## config.mk

```make
export PLATFORM = sky130hd
export DESIGN_NAME = adc_serial_responder
export DESIGN_NICKNAME = d
export VERILOG_FILES = /design/src/rtl/adc_resp_pkg.sv /design/src/rtl/adc_conv_timer.sv /design/src/rtl/adc_cfg_port.sv /design/src/rtl/adc_chan_seq.sv /design/src/rtl/adc_sdo_shift.sv /design/src/rtl/adc_serial_responder.sv
export SDC_FILE = /design/constraint.sdc
export NUM_CORES = 1
export LEC_CHECK = 0
export BUFFER_PORTS_ARGS = -buffer_cell sky130_fd_sc_hd__buf_2
export CAP_MARGIN = 20
export CORE_ASPECT_RATIO = 1.75
export CORE_MARGIN = 3
export CORE_UTILIZATION = 40
export CTS_CLUSTER_DIAMETER = 30
export DETAILED_ROUTE_END_ITERATION = 8
export PLACE_DENSITY_LB_ADDON = 0.2
export SETUP_SLACK_MARGIN = 0.15
export SYNTH_ARGS = -nofsm -noshare
export SYNTH_HDL_FRONTEND = slang
export SYNTH_SLANG_ARGS = --single-unit
```

## constraint.sdc

```tcl
create_clock -name clk_i -period 2.05 [get_ports clk_i]
set_input_delay 0.205 -clock clk_i [delete_from_list [all_inputs] [get_ports clk_i]]
set_output_delay 0.205 -clock clk_i [all_outputs]
set_load 0.005 [all_outputs]
```

## src/rtl/adc_resp_pkg.sv

```systemverilog
package adc_resp_pkg;
  localparam int CH_W      = 3;
  localparam int CH_LSB    = 7;
  localparam int SEQ_BIT   = 3;
  localparam int RB_BIT    = 0;
  localparam int APPLY_BIT = 13;

  typedef logic [CH_W-1:0] chan_t;

  function automatic chan_t seq_step(chan_t cur, chan_t last);
    return (cur >= last) ? chan_t'(0) : chan_t'(cur + chan_t'(1));
  endfunction
endpackage

```

## src/rtl/adc_conv_timer.sv

```systemverilog
module adc_conv_timer #(
  parameter int CONV_CYCLES = 20
) (
  input  logic clk_i,
  input  logic rst_ni,
  input  logic start_i,
  output logic eoc_o
);
  localparam int CW = $clog2(CONV_CYCLES);

  logic [CW-1:0] cnt_q;
  logic          busy_q;

  assign eoc_o = busy_q && (cnt_q == CW'(CONV_CYCLES - 1));

  always_ff @(posedge clk_i or negedge rst_ni) begin
    if (!rst_ni) begin
      busy_q <= 1'b0;
      cnt_q  <= '0;
    end else if (!busy_q) begin
      if (start_i) begin
        busy_q <= 1'b1;
        cnt_q  <= '0;
      end
    end else if (eoc_o) begin
      busy_q <= 1'b0;
    end else begin
      cnt_q <= cnt_q + CW'(1);
    end
  end

  AST_BUSY_HOLD: assert property (@(posedge clk_i) disable iff (!rst_ni)
    busy_q && !eoc_o |=> busy_q);
  AST_EOC_IDLE: assert property (@(posedge clk_i) disable iff (!rst_ni)
    eoc_o |=> !busy_q);
  AST_NO_RESTART: assert property (@(posedge clk_i) disable iff (!rst_ni)
    busy_q && start_i && !eoc_o |=> cnt_q == $past(cnt_q) + CW'(1));
endmodule

```

## src/rtl/adc_cfg_port.sv

```systemverilog
module adc_cfg_port
  import adc_resp_pkg::*;
#(
  parameter int CFG_W = 14
) (
  input  logic             clk_i,
  input  logic             rst_ni,
  input  logic             sck_rise_i,
  input  logic             din_i,
  input  logic             eoc_i,
  output logic [CFG_W-1:0] cfg_next_o,
  output logic             commit_o,
  output logic             act_seq_o,
  output chan_t            act_ch_o
);
  localparam int NW = $clog2(CFG_W + 1);

  logic [CFG_W-1:0] sh_q, cfg_q;
  logic [NW-1:0]    cnt_q;
  logic             full;

  assign full       = (cnt_q == NW'(CFG_W));
  assign commit_o   = eoc_i && full && sh_q[APPLY_BIT];
  assign cfg_next_o = (full && sh_q[APPLY_BIT]) ? sh_q : cfg_q;
  assign act_seq_o  = cfg_q[SEQ_BIT];
  assign act_ch_o   = cfg_q[CH_LSB +: CH_W];

  always_ff @(posedge clk_i or negedge rst_ni) begin
    if (!rst_ni) begin
      sh_q  <= '0;
      cfg_q <= '0;
      cnt_q <= '0;
    end else if (eoc_i) begin
      cnt_q <= '0;
      if (commit_o) cfg_q <= sh_q;
    end else if (sck_rise_i && !full) begin
      sh_q  <= {sh_q[CFG_W-2:0], din_i};
      cnt_q <= cnt_q + NW'(1);
    end
  end

  AST_CFG_HOLD: assert property (@(posedge clk_i) disable iff (!rst_ni)
    !eoc_i |=> $stable(cfg_q));
  AST_CNT_MAX: assert property (@(posedge clk_i) disable iff (!rst_ni)
    cnt_q <= NW'(CFG_W));
  AST_FULL_FROZEN: assert property (@(posedge clk_i) disable iff (!rst_ni)
    full && !eoc_i |=> $stable(sh_q));
endmodule

```

## src/rtl/adc_chan_seq.sv

```systemverilog
module adc_chan_seq
  import adc_resp_pkg::*;
#(
  parameter int              DATA_W  = 14,
  parameter int              UNDEF_N = 3,
  parameter logic [DATA_W-1:0] MARKER = 14'h2AAA
) (
  input  logic              clk_i,
  input  logic              rst_ni,
  input  logic              eoc_i,
  input  logic              commit_i,
  input  logic              act_seq_i,
  input  chan_t             act_ch_i,
  input  logic              nxt_seq_i,
  input  chan_t             nxt_ch_i,
  output logic [DATA_W-1:0] result_o
);
  localparam int SAMP_W = DATA_W - CH_W;
  localparam int UW     = $clog2(UNDEF_N + 1);

  chan_t             chan_q, chan_d;
  logic [SAMP_W-1:0] idx_q;
  logic [UW-1:0]     undef_q;

  always_comb begin
    if (commit_i)       chan_d = nxt_seq_i ? chan_t'(0) : nxt_ch_i;
    else if (act_seq_i) chan_d = seq_step(chan_q, act_ch_i);
    else                chan_d = act_ch_i;
  end

  assign result_o = (undef_q != '0) ? MARKER : {chan_q, idx_q};

  always_ff @(posedge clk_i or negedge rst_ni) begin
    if (!rst_ni) begin
      chan_q  <= '0;
      idx_q   <= '0;
      undef_q <= UW'(UNDEF_N);
    end else if (eoc_i) begin
      chan_q <= chan_d;
      idx_q  <= idx_q + SAMP_W'(1);
      if (undef_q != '0) undef_q <= undef_q - UW'(1);
    end
  end

  AST_SEQ_BOUND: assert property (@(posedge clk_i) disable iff (!rst_ni)
    act_seq_i |-> chan_q <= act_ch_i);
  AST_UNDEF_HOLD: assert property (@(posedge clk_i) disable iff (!rst_ni)
    !eoc_i |=> $stable(undef_q) && $stable(idx_q));
  AST_CHAN_HOLD: assert property (@(posedge clk_i) disable iff (!rst_ni)
    !eoc_i |=> $stable(chan_q));
endmodule

```

## src/rtl/adc_sdo_shift.sv

```systemverilog
module adc_sdo_shift
  import adc_resp_pkg::*;
#(
  parameter int DATA_W = 14,
  parameter int CFG_W  = 14
) (
  input  logic              clk_i,
  input  logic              rst_ni,
  input  logic              eoc_i,
  input  logic [DATA_W-1:0] result_i,
  input  logic [CFG_W-1:0]  cfg_next_i,
  input  logic              cnv_fall_i,
  input  logic              sck_fall_i,
  output logic              sdo_o,
  output logic              oe_o
);
  localparam int TOT_W = DATA_W + CFG_W;
  localparam int CW    = $clog2(TOT_W + 1);

  logic [TOT_W-1:0] sh_q;
  logic [CW-1:0]    cnt_q, lim_q;
  logic             armed_q, oe_q;

  assign oe_o  = oe_q;
  assign sdo_o = oe_q & sh_q[TOT_W-1];

  always_ff @(posedge clk_i or negedge rst_ni) begin
    if (!rst_ni) begin
      sh_q    <= '0;
      cnt_q   <= '0;
      lim_q   <= CW'(DATA_W);
      armed_q <= 1'b0;
      oe_q    <= 1'b0;
    end else if (eoc_i) begin
      sh_q    <= {result_i, cfg_next_i};
      lim_q   <= cfg_next_i[RB_BIT] ? CW'(TOT_W) : CW'(DATA_W);
      cnt_q   <= '0;
      armed_q <= 1'b1;
      oe_q    <= 1'b0;
    end else if (armed_q && cnv_fall_i) begin
      armed_q <= 1'b0;
      oe_q    <= 1'b1;
    end else if (oe_q && sck_fall_i) begin
      sh_q  <= {sh_q[TOT_W-2:0], 1'b0};
      cnt_q <= cnt_q + CW'(1);
      if (cnt_q + CW'(1) == lim_q) oe_q <= 1'b0;
    end
  end

  AST_EOC_HIZ: assert property (@(posedge clk_i) disable iff (!rst_ni)
    eoc_i |=> !oe_q);
  AST_OE_START: assert property (@(posedge clk_i) disable iff (!rst_ni)
    $rose(oe_q) |-> $past(cnv_fall_i));
  AST_EDGE_LIMIT: assert property (@(posedge clk_i) disable iff (!rst_ni)
    oe_q |-> cnt_q < lim_q);
  AST_LIM_LEGAL: assert property (@(posedge clk_i) disable iff (!rst_ni)
    lim_q == CW'(DATA_W) || lim_q == CW'(TOT_W));
endmodule

```

## src/rtl/adc_serial_responder.sv

```systemverilog
module adc_serial_responder
  import adc_resp_pkg::*;
#(
  parameter int DATA_W      = 14,
  parameter int CFG_W       = 14,
  parameter int CONV_CYCLES = 20,
  parameter int UNDEF_N     = 3
) (
  input  logic clk_i,
  input  logic rst_ni,
  input  logic cnv_i,
  input  logic sck_i,
  input  logic din_i,
  output logic sdo_o,
  output logic sdo_oe_o
);
  logic cnv_q, sck_q;
  logic cnv_rise, cnv_fall, sck_rise, sck_fall;
  logic eoc, commit, act_seq;
  chan_t act_ch;
  logic [CFG_W-1:0]  cfg_next;
  logic [DATA_W-1:0] result;

  always_ff @(posedge clk_i or negedge rst_ni) begin
    if (!rst_ni) begin
      cnv_q <= 1'b0;
      sck_q <= 1'b0;
    end else begin
      cnv_q <= cnv_i;
      sck_q <= sck_i;
    end
  end

  assign cnv_rise = cnv_i & ~cnv_q;
  assign cnv_fall = ~cnv_i & cnv_q;
  assign sck_rise = sck_i & ~sck_q;
  assign sck_fall = ~sck_i & sck_q;

  adc_conv_timer #(.CONV_CYCLES(CONV_CYCLES)) u_timer (
    .clk_i, .rst_ni, .start_i(cnv_rise), .eoc_o(eoc)
  );

  adc_cfg_port #(.CFG_W(CFG_W)) u_cfg (
    .clk_i, .rst_ni, .sck_rise_i(sck_rise), .din_i, .eoc_i(eoc),
    .cfg_next_o(cfg_next), .commit_o(commit),
    .act_seq_o(act_seq), .act_ch_o(act_ch)
  );

  adc_chan_seq #(.DATA_W(DATA_W), .UNDEF_N(UNDEF_N)) u_seq (
    .clk_i, .rst_ni, .eoc_i(eoc), .commit_i(commit),
    .act_seq_i(act_seq), .act_ch_i(act_ch),
    .nxt_seq_i(cfg_next[SEQ_BIT]), .nxt_ch_i(cfg_next[CH_LSB +: CH_W]),
    .result_o(result)
  );

  adc_sdo_shift #(.DATA_W(DATA_W), .CFG_W(CFG_W)) u_sdo (
    .clk_i, .rst_ni, .eoc_i(eoc), .result_i(result), .cfg_next_i(cfg_next),
    .cnv_fall_i(cnv_fall), .sck_fall_i(sck_fall),
    .sdo_o, .oe_o(sdo_oe_o)
  );

  AST_SDO_QUIET: assert property (@(posedge clk_i) disable iff (!rst_ni)
    !sdo_oe_o |-> !sdo_o);
endmodule

```

* After elaboration in Yosys (flattened, before gate mapping) *
Index checks and enable logic that the tools add are counted.

storage, ports and cells
  bits in latches = 0
  register bits = 96
  memory bits (writable) = 0
  memories = 0
  input bits = 5
  output and inout bits = 2
  ROM bits = 0

cells by class
  $mul = 0
  equality and inequality tests = 5
  div/mod/pow operators = 0
  reduce and logical (&&, ||, !) cells = 21
  shift-type cells = 0
  bitwise logic cells = 10
  multiplexer cells = 27
  $add $sub $neg = 6
  magnitude comparators = 1

operators with widths
  cell                   count
  $mux 28                3
  $mux 5                 7
  $mux 14                2
  $mux 3                 4
  $reduce_and 2->1       6
  $add 11x1->11 const B  1
  $add 5x1->5 const B    2
  $reduce_bool 2->1      5
  $mux 1                 9
  $mux 4                 2
  $logic_and 1x1->1      7
  $reduce_bool 3->1      2
  $and 1x1->1            5
  $eq 5x5->1             1
  $eq 5x5->1 const B     1
  $not 1->1              5
  $add 4x1->4 const B    1
  $eq 4x4->1 const B     1
  $add 3x1->3 const B    1
  $ge 3x3->1             1
  $ne 2x1->1 const B     1
  $ne 2x2->1 const B     1
  $sub 2x1->2 const B    1
  $logic_not 1->1        1

* Logic depth before layout (Yosys ltp) *
Gate-level depths: netlist (run 1).

  depth in word-level cells = 6
  mapped depth = 8

* Hierarchy *
From an unflattened synthesis (run 1), not the netlist that was laid out.

second synthesis, totals
  cell total of the unflattened synthesis = 405
  area, all modules = 4619.4 um2

by module, submodules not included
  module                area an instance (um2)  instances  cells an instance
  adc_sdo_shift         1747.9                  1          165
  adc_cfg_port          1503.9                  1          106
  adc_chan_seq          959.7                   1          97
  adc_conv_timer        322.8                   1          31
  adc_serial_responder  85.1                    1          6

* Least setup slack after synthesis (run 1) *
Ideal clock, no wire load.

  kind = reg-to-reg
  start = register u_timer.cnt_q[0]
  end = register u_cfg.sh_q[0]
  stages on the path, launching flop included = 9
  path slack = 158 ps
  arrival time = 1767 ps
  required time = 1925 ps
  setup time = 125 ps
  cell sequence = dfrtp_1 -> ha_1 -> nand4bb_4 -> or2_1 -> buf_6 -> and2_4 -> buf_6 -> buf_6 -> mux2_4

between the ends
  cells in the longest elaborated chain, start to end = 4

ends and longest elaborated chain
  what                        RTL line              RTL
  start: declaration          adc_conv_timer.sv:11  logic [CW-1:0] cnt_q;
  start signal: assignment    adc_conv_timer.sv:28  cnt_q <= cnt_q + CW'(1);
  $eq 5x5->1                  adc_conv_timer.sv:14  assign eoc_o = busy_q && (cnt_q == CW'(CONV_CYCLES - 1));
  $logic_and 1x1->1           adc_conv_timer.sv:14
  $not 1->1 (no line)         --
  $reduce_and 2->1 (no line)  --
  end signal: assignment      adc_cfg_port.sv:37    sh_q <= {sh_q[CFG_W-2:0], din_i};
  end: declaration            adc_cfg_port.sv:18    logic [CFG_W-1:0] sh_q, cfg_q;

No other way between the ends.
A chain may end at the register's enable or synchronous reset.

* Final worst setup path (run 1) *
  start = register u_timer.cnt_q[0]
  end = register u_seq.undef_q[1]

between the ends
  cells in the longest elaborated chain, start to end = 3

ends and longest elaborated chain
  what                        RTL line              RTL
  $eq 5x5->1                  adc_conv_timer.sv:14
  $logic_and 1x1->1           adc_conv_timer.sv:14
  $reduce_and 2->1 (no line)  --
  end signal: assignment      adc_chan_seq.sv:37    undef_q <= UW'(UNDEF_N);
  end signal: assignment      adc_chan_seq.sv:41    if (undef_q != '0) undef_q <= undef_q - UW'(1);
  end: declaration            adc_chan_seq.sv:23    logic [UW-1:0] undef_q;

No other way between the ends.

==> results.yml, run 1 <==
global_route:
  grt_pass1_wl_mm: 15.4
  grt.total_usage_pct: 15.7
  grt_max_degree: 55
  grt_overflow: 0
  antenna_found_initial: 0
  grt_pass1_vias: 3166
routing:
  first_pass_iters: 4
  wl_met1_mm: 3.85
  ant_nets: 0
  num_vias: 3009
  drt_iter0_markers: 162
  wl_per_cell_um: 15.5
  dr_wl_met3_um: 212
  top_layer_used: "met4"
  drc_errors: 0
  wl_met2_mm: 4.53
  via_per_inst: 5.33
  routed_wl_mm: 8.76
yosys:
  synth_nets: 435
  syn_avg_cell_area_um2: 10.5
  synth_cell_types: 41
  synth_warnings: 0
  ys_ff_latch: 93
  synth_cells: 420
  netlist_area_um2: 4390
  yosysSeqAreaShare_pct: 53.1
die:
  fp.dieW_um: 85.2
  die_area_um2: 12300
  dieHeight_um: 145
  core_region_area_um2: 10700
  floorplan.initialDensity_pct: 41.1
  pin_count: 7
  std_cell_rows: 50
clock_tree:
  cts_sinks: 93
  cts_inserted_buffers: 9
  cts_tree: "done"
  clockBufferDepth: 2
  cts_setup_buffers: 0
  clk_latency_ps: 340
  path_clk_slew_ps: 60
  cts_htree_levels: 3
  cts-root-buf: "clkbuf_16"
sta:
  final.min_clock_period_ps: 1760
  worst_slew_pin_slew_ps: 540
  setup_tns_ps: 0
  setup_violations: 0
  min_period_over_period_pct: 85.9
  fin_ws_ps: 288
  max-slew-margin-rel_pct: 64.0
  drv_slew: 0
  fmax_mhz: 568
  clock_skew_ps: 4.69
  rsz0062_at_grt: "no"
  hold_violations: 0
worst_setup_path:
  cp_max_fo: 54
  critPathArrivalTime_ps: 2030
  cp.required_ps: 2310
  path_class: "flip-flop to flip-flop"
  worst_setup_path_start_kind: "flip-flop"
  cp-end-kind: "flip-flop"
layout:
  fin_area_um2: 4920
  nFillCells: 1030
  seq_area_um2: 2330
  n_antenna_cell: 0
  final_nets: 445
  syn_to_final_growth_pct: 12.1
  multi_input_area_um2: 1940
  drive_above_1_share_pct: 15.6
  final_cell_mix: "90 x nand2_1, 90 x dfrtp_1, 30 x a31oi_1"
status:
  outcome: "finished clean"
power:
  p_leak_nw: 2.23
  peakVddDrop_v: 0.000468
  power_density_nw_per_um2: 1160
place:
  place_ws_ps: 146
  port_buffers: 6
  place.gp.congestion: 0.753
  placed_cell_area_um2: 4630
  dp_hpwl_mm: 5.79
min_path:
  hold_class: "input pin to flip-flop"
job:
  cap_violations: 0
flip-flops by register name, indices dropped and copies added, names as in the netlist, 3 cells and up:
signal and flops:
u_sdo.cnt_q 5, u_sdo.sh_q 28, u_cfg.cfg_q 14, u_seq.idx_q 11
u_seq.chan_q 3, u_cfg.cnt_q 4, u_timer.cnt_q 5, u_cfg.sh_q 14
metal layers:
metal,global-route usage [%],vias up
li1,-,1465
met1,19.1,1507
met2,26.8,26
met3,3.65,11
met4,5.75,0
met5,0,-
kinds of logic (layout without fill, tap and decap cells):
logic type | count (synthesis) | after routing | synth area share, %
simple gates | 175 | 176 | 19.3
xor+xnor | 25 | 25 | 4.98
buf+inv | 31 | 45 | 3.28
compound gates | 56 | 56 | 8.12
flops | 93 | 93 | 53.1
mux | 30 | 30 | 8.46
fa+ha+maj | 10 | 10 | 2.85
report_power, final:
part	switching, W	total (W)	internal (W)
logic	0.000594	0.00131	0.000711
registers	0.000526	0.00294	0.00242
clock network	0.000646	0.00147	0.000820
cells in the mapped netlist:
library cell / n / area, um2
a211oi_1: 4 / 30.0
a21boi_0: 1 / 7.51
a21o_1: 1 / 7.51
a21oi_1: 8 / 40.0
a22oi_1: 2 / 15.0
a311o_1: 2 / 20.0
a311oi_1: 1 / 8.76
a31oi_1: 30 / 188
and2_1: 5 / 31.3
and2_4: 1 / 8.76
and3_1: 13 / 81.3
and3b_1: 1 / 8.76
and4_1: 3 / 26.3
buf_1: 2 / 7.51
buf_2: 4 / 20.0
buf_6: 3 / 33.8
clkbuf_1: 13 / 48.8
dfrtp_1: 90 / 2250
dfstp_2: 3 / 78.8
ha_1: 10 / 125
inv_1: 9 / 33.8
mux2_2: 17 / 191
mux2_4: 10 / 150
mux2i_1: 3 / 30.0
nand2_1: 90 / 338
nand2b_1: 2 / 12.5
nand3_1: 17 / 85.1
nand3b_1: 2 / 15.0
nand4_1: 5 / 31.3
nand4bb_4: 1 / 27.5
nor2_1: 20 / 75.1
nor2b_1: 2 / 12.5
nor3_1: 2 / 10.0
nor3b_1: 9 / 67.6
o21a_1: 1 / 7.51
o21ai_0: 5 / 25.0
o31ai_1: 1 / 7.51
or2_1: 1 / 6.26
or3b_2: 1 / 8.76
xnor2_1: 14 / 123
xor2_1: 11 / 96.3
critical path: stages (launching register included):
cell	delay [ps]
dfrtp_1	400
ha_2	240
nand4bb_4	170
or2_4	300
buf_12	200
nor2_2	160
mux2i_1	210
area by class of cell:
type,instances,share of cell area (%)
Clock inverter,2,0.203
Sequential cell,93,47.3
Inverter,9,0.686
Timing Repair Buffer,20,4.17
Multi-Input combinational cell,297,39.4
Clock buffer,14,4.95
Tap cell,130,3.30
through the flow:
step | power, W | instances | utilization [%] | hold slack [ps]
6_report | 0.00572 | 565 | 46.0 | 23.1
3_5_place_dp | 0.00428 | 546 | 43.3 | 191
2_1_floorplan | 0.00387 | 420 | - | -90.6
5_1_grt | 0.00615 | 565 | 46.0 | 6.20
4_1_cts | 0.00578 | 564 | 45.9 | 9.96
3_3_place_gp | 0.00420 | 546 | 43.3 | 184
timing repair:
action	in CTS	in global routing
hold buffers	2	0
hold endpoints to repair	30	0
resized for setup	1	4
pin swaps	0	1
endpoints found under the setup margin	1	24
cloned	0	1
path summary, 6_finish.rpt:
kind                                  start          endpoint  slack, ps  depth (start not counted)
min reg2reg                  u_sdo.lim_q[1]    u_sdo.lim_q[1]        470                          2
max in group asynchronous            rst_ni  u_seq.undef_q[0]       1060                          3
min                                   cnv_i             cnv_q         20                          1
max reg2reg                u_timer.cnt_q[0]  u_seq.undef_q[1]        290                          6
max                        u_timer.cnt_q[0]  u_seq.undef_q[1]        290                          6
min in group asynchronous            rst_ni    u_sdo.cnt_q[0]        360                          2
No activity file was read; power rests on OpenSTA's default activity.
==> run 2: changes to the inputs <==
==> constraint.sdc (replaced) <==
create_clock -name clk_i -period 1.9 [get_ports clk_i]
set_input_delay 0.19 -clock clk_i [delete_from_list [all_inputs] [get_ports clk_i]]
set_output_delay 0.19 -clock clk_i [all_outputs]
set_load 0.005 [all_outputs]
==> run 2 against run 1 <==
Compared with the run above: total power up 10%; die area did not move; sequential share of layout area down 0.54 points; register-to-register slack got worse by 70 ps; via count rose by 1.2%; worst setup slack lost 67 ps; utilization grew 0.53 points.
==> results.yml, run 2 (same netlist as run 1, synthesis figures left out) <==
layout:
  final_cell_mix: "90 x nand2_1, 90 x dfrtp_1, 30 x a31oi_1"
  multi_input_area_um2: 1960
  largest_reg_flops: 28
  utilization_pct: 46.6
  nFillCells: 997
  final_nets: 449
  reg_top3: "u_sdo.sh_q: 28 flops, u_cfg.cfg_q: 14 flops, u_cfg.sh_q: 14 flops"
  syn_to_final_growth_pct: 13.4
  drive_above_1_share_pct: 17.6
  seq_area_um2: 2330
  n_antenna_cell: 0
  fin_area_um2: 4980
  top_register: "u_sdo.sh_q"
sta:
  setup_tns_ps: 0
  max-slew-margin-rel_pct: 66.1
  drv_slew: 0
  clock_skew_ps: 6.19
  min_period_over_period_pct: 88.4
  worst_hold_slack_ps: 16.1
  fmax_mhz: 596
  rsz0062_at_grt: "no"
  hold_violations: 0
  final.min_clock_period_ps: 1680
  worst_slew_pin_slew_ps: 508
  setup_violations: 0
routing:
  first_pass_iters: 4
  num_vias: 3044
  routed_wl_mm: 8.91
  via_per_inst: 5.36
  wl_per_cell_um: 15.7
  drt_iter0_markers: 124
  drc_errors: 0
  ant_nets: 0
clock_tree:
  cts_inserted_buffers: 9
  cts_sinks: 93
  clockBufferDepth: 2
  cts-root-buf: "clkbuf_16"
  clk_latency_ps: 340
  cts_tree: "done"
  cts_htree_levels: 3
  path_clk_slew_ps: 60
die:
  core_region_area_um2: 10700
  die_area_um2: 12300
  floorplan.initialDensity_pct: 41.1
  dieHeight_um: 145
  fp.dieW_um: 85.2
  std_cell_rows: 50
  pin_count: 7
power:
  power_density_nw_per_um2: 1270
  p_leak_nw: 2.26
  peakVddDrop_v: 0.000509
place:
  port_buffers: 6
  dp_hpwl_mm: 5.94
  placed_cell_area_um2: 4650
  place.gp.congestion: 0.749
worst_setup_path:
  rr_worst_depth: 5
  critPathArrivalTime_ps: 1900
  startpoint: "u_timer.cnt_q[1]"
  slowest_delay_ps: 400
  cp_max_fo: 10
  worst_setup_path_start_kind: "flip-flop"
  reg2reg_setup_slack_ps: 220
  cp-end-kind: "flip-flop"
  r2r-end: "u_cfg.sh_q[4]"
  cp_cell_sequence: "ha_4 -> nand4bb_4 -> or2_4 -> and2_4 -> mux2_4"
  cpMaxStageDelayCell: "dfrtp_1"
  r2r-start: "u_timer.cnt_q[1]"
  critPathCapture: "u_cfg.sh_q[4]"
  path_class: "flip-flop to flip-flop"
  cp.required_ps: 2120
min_path:
  hp-start: "cnv_i"
  hold_class: "input pin to flip-flop"
global_route:
  antenna_found_initial: 0
  grt_max_degree: 48
  grt_pass1_wl_mm: 15.3
  grt.total_usage_pct: 15.8
  grt_pass1_vias: 3153
  grt_overflow: 0
status:
  outcome: "finished clean"
job:
  cap_violations: 0
==> run 2: changes by cell type in the layout (fill, tap and decap cells not counted), sizes merged <==
cell | previous run | this run
buf | 18 | 22
clkbuf | 14 | 11
clkinvlp | 0 | 2
==> run 2: critical path, delay by kind of cell, from the launching register on <==
kind / cells / cell delay [ps]
adder cells (fa/ha/maj): 1 / 180
flip-flops: 1 / 400
multiplexers: 1 / 300
AND/OR/NAND/NOR: 3 / 680
==> run 2: how the worst min path moves through the flow <==
stage / endpoint / cells after the start / slack (ps)
after detailed placement: u_timer.cnt_q[3] / 1 / 180
after global placement: u_timer.cnt_q[3] / 1 / 170
after floorplan: cnv_q / 0 / -110
final: cnv_q / 1 / 20
after global routing: cnv_q / 1 / 7
after CTS: cnv_q / 1 / 0.2
==> run 2: metrics by stage <==
step | setup WS [ps] | power [W] | std cells
after global routing | 152 | 0.00670 | 568
after floorplan | 55.4 | 0.00420 | 420
after detailed placement | 71.5 | 0.00465 | 548
after CTS | 140 | 0.00633 | 566
after global placement | 120 | 0.00457 | 548
final | 221 | 0.00630 | 568
==> run 2: cell type report <==
type | count | share of cell area [%]
sequential | 93 | 46.8
multi-input combinational | 297 | 39.3
clock buffer | 11 | 4.87
timing repair buffer | 24 | 4.55
tap | 130 | 3.27
inverter | 9 | 0.678
clock inverter | 4 | 0.502
==> run 2: power breakdown <==
part	leakage [nW]	switching (W)	internal, W
registers	1.20	0.000555	0.00261
clock network	0.127	0.000729	0.000911
logic	0.930	0.000684	0.000816
total	2.26	0.00197	0.00433
==> run 2: timing repair <==
action / 4_1_cts / 5_1_grt
hold buffers: 2 / 0
resized for setup: 5 / 4
gates cloned: 1 / 0
endpoints found under the setup margin: 19 / 34
pin swaps: 1 / 0
hold endpoints to repair: 32 / 0
setup buffers: 0 / 2
==> run 2: layer usage <==
layer  global-route usage (%)  wire [um]  vias up
met3                     3.53        157       10
met1                     17.4       3740     1544
met5                        0          0        -
met2                     29.2       4860       18
met4                     5.84        144        0
li1                         -          -     1472
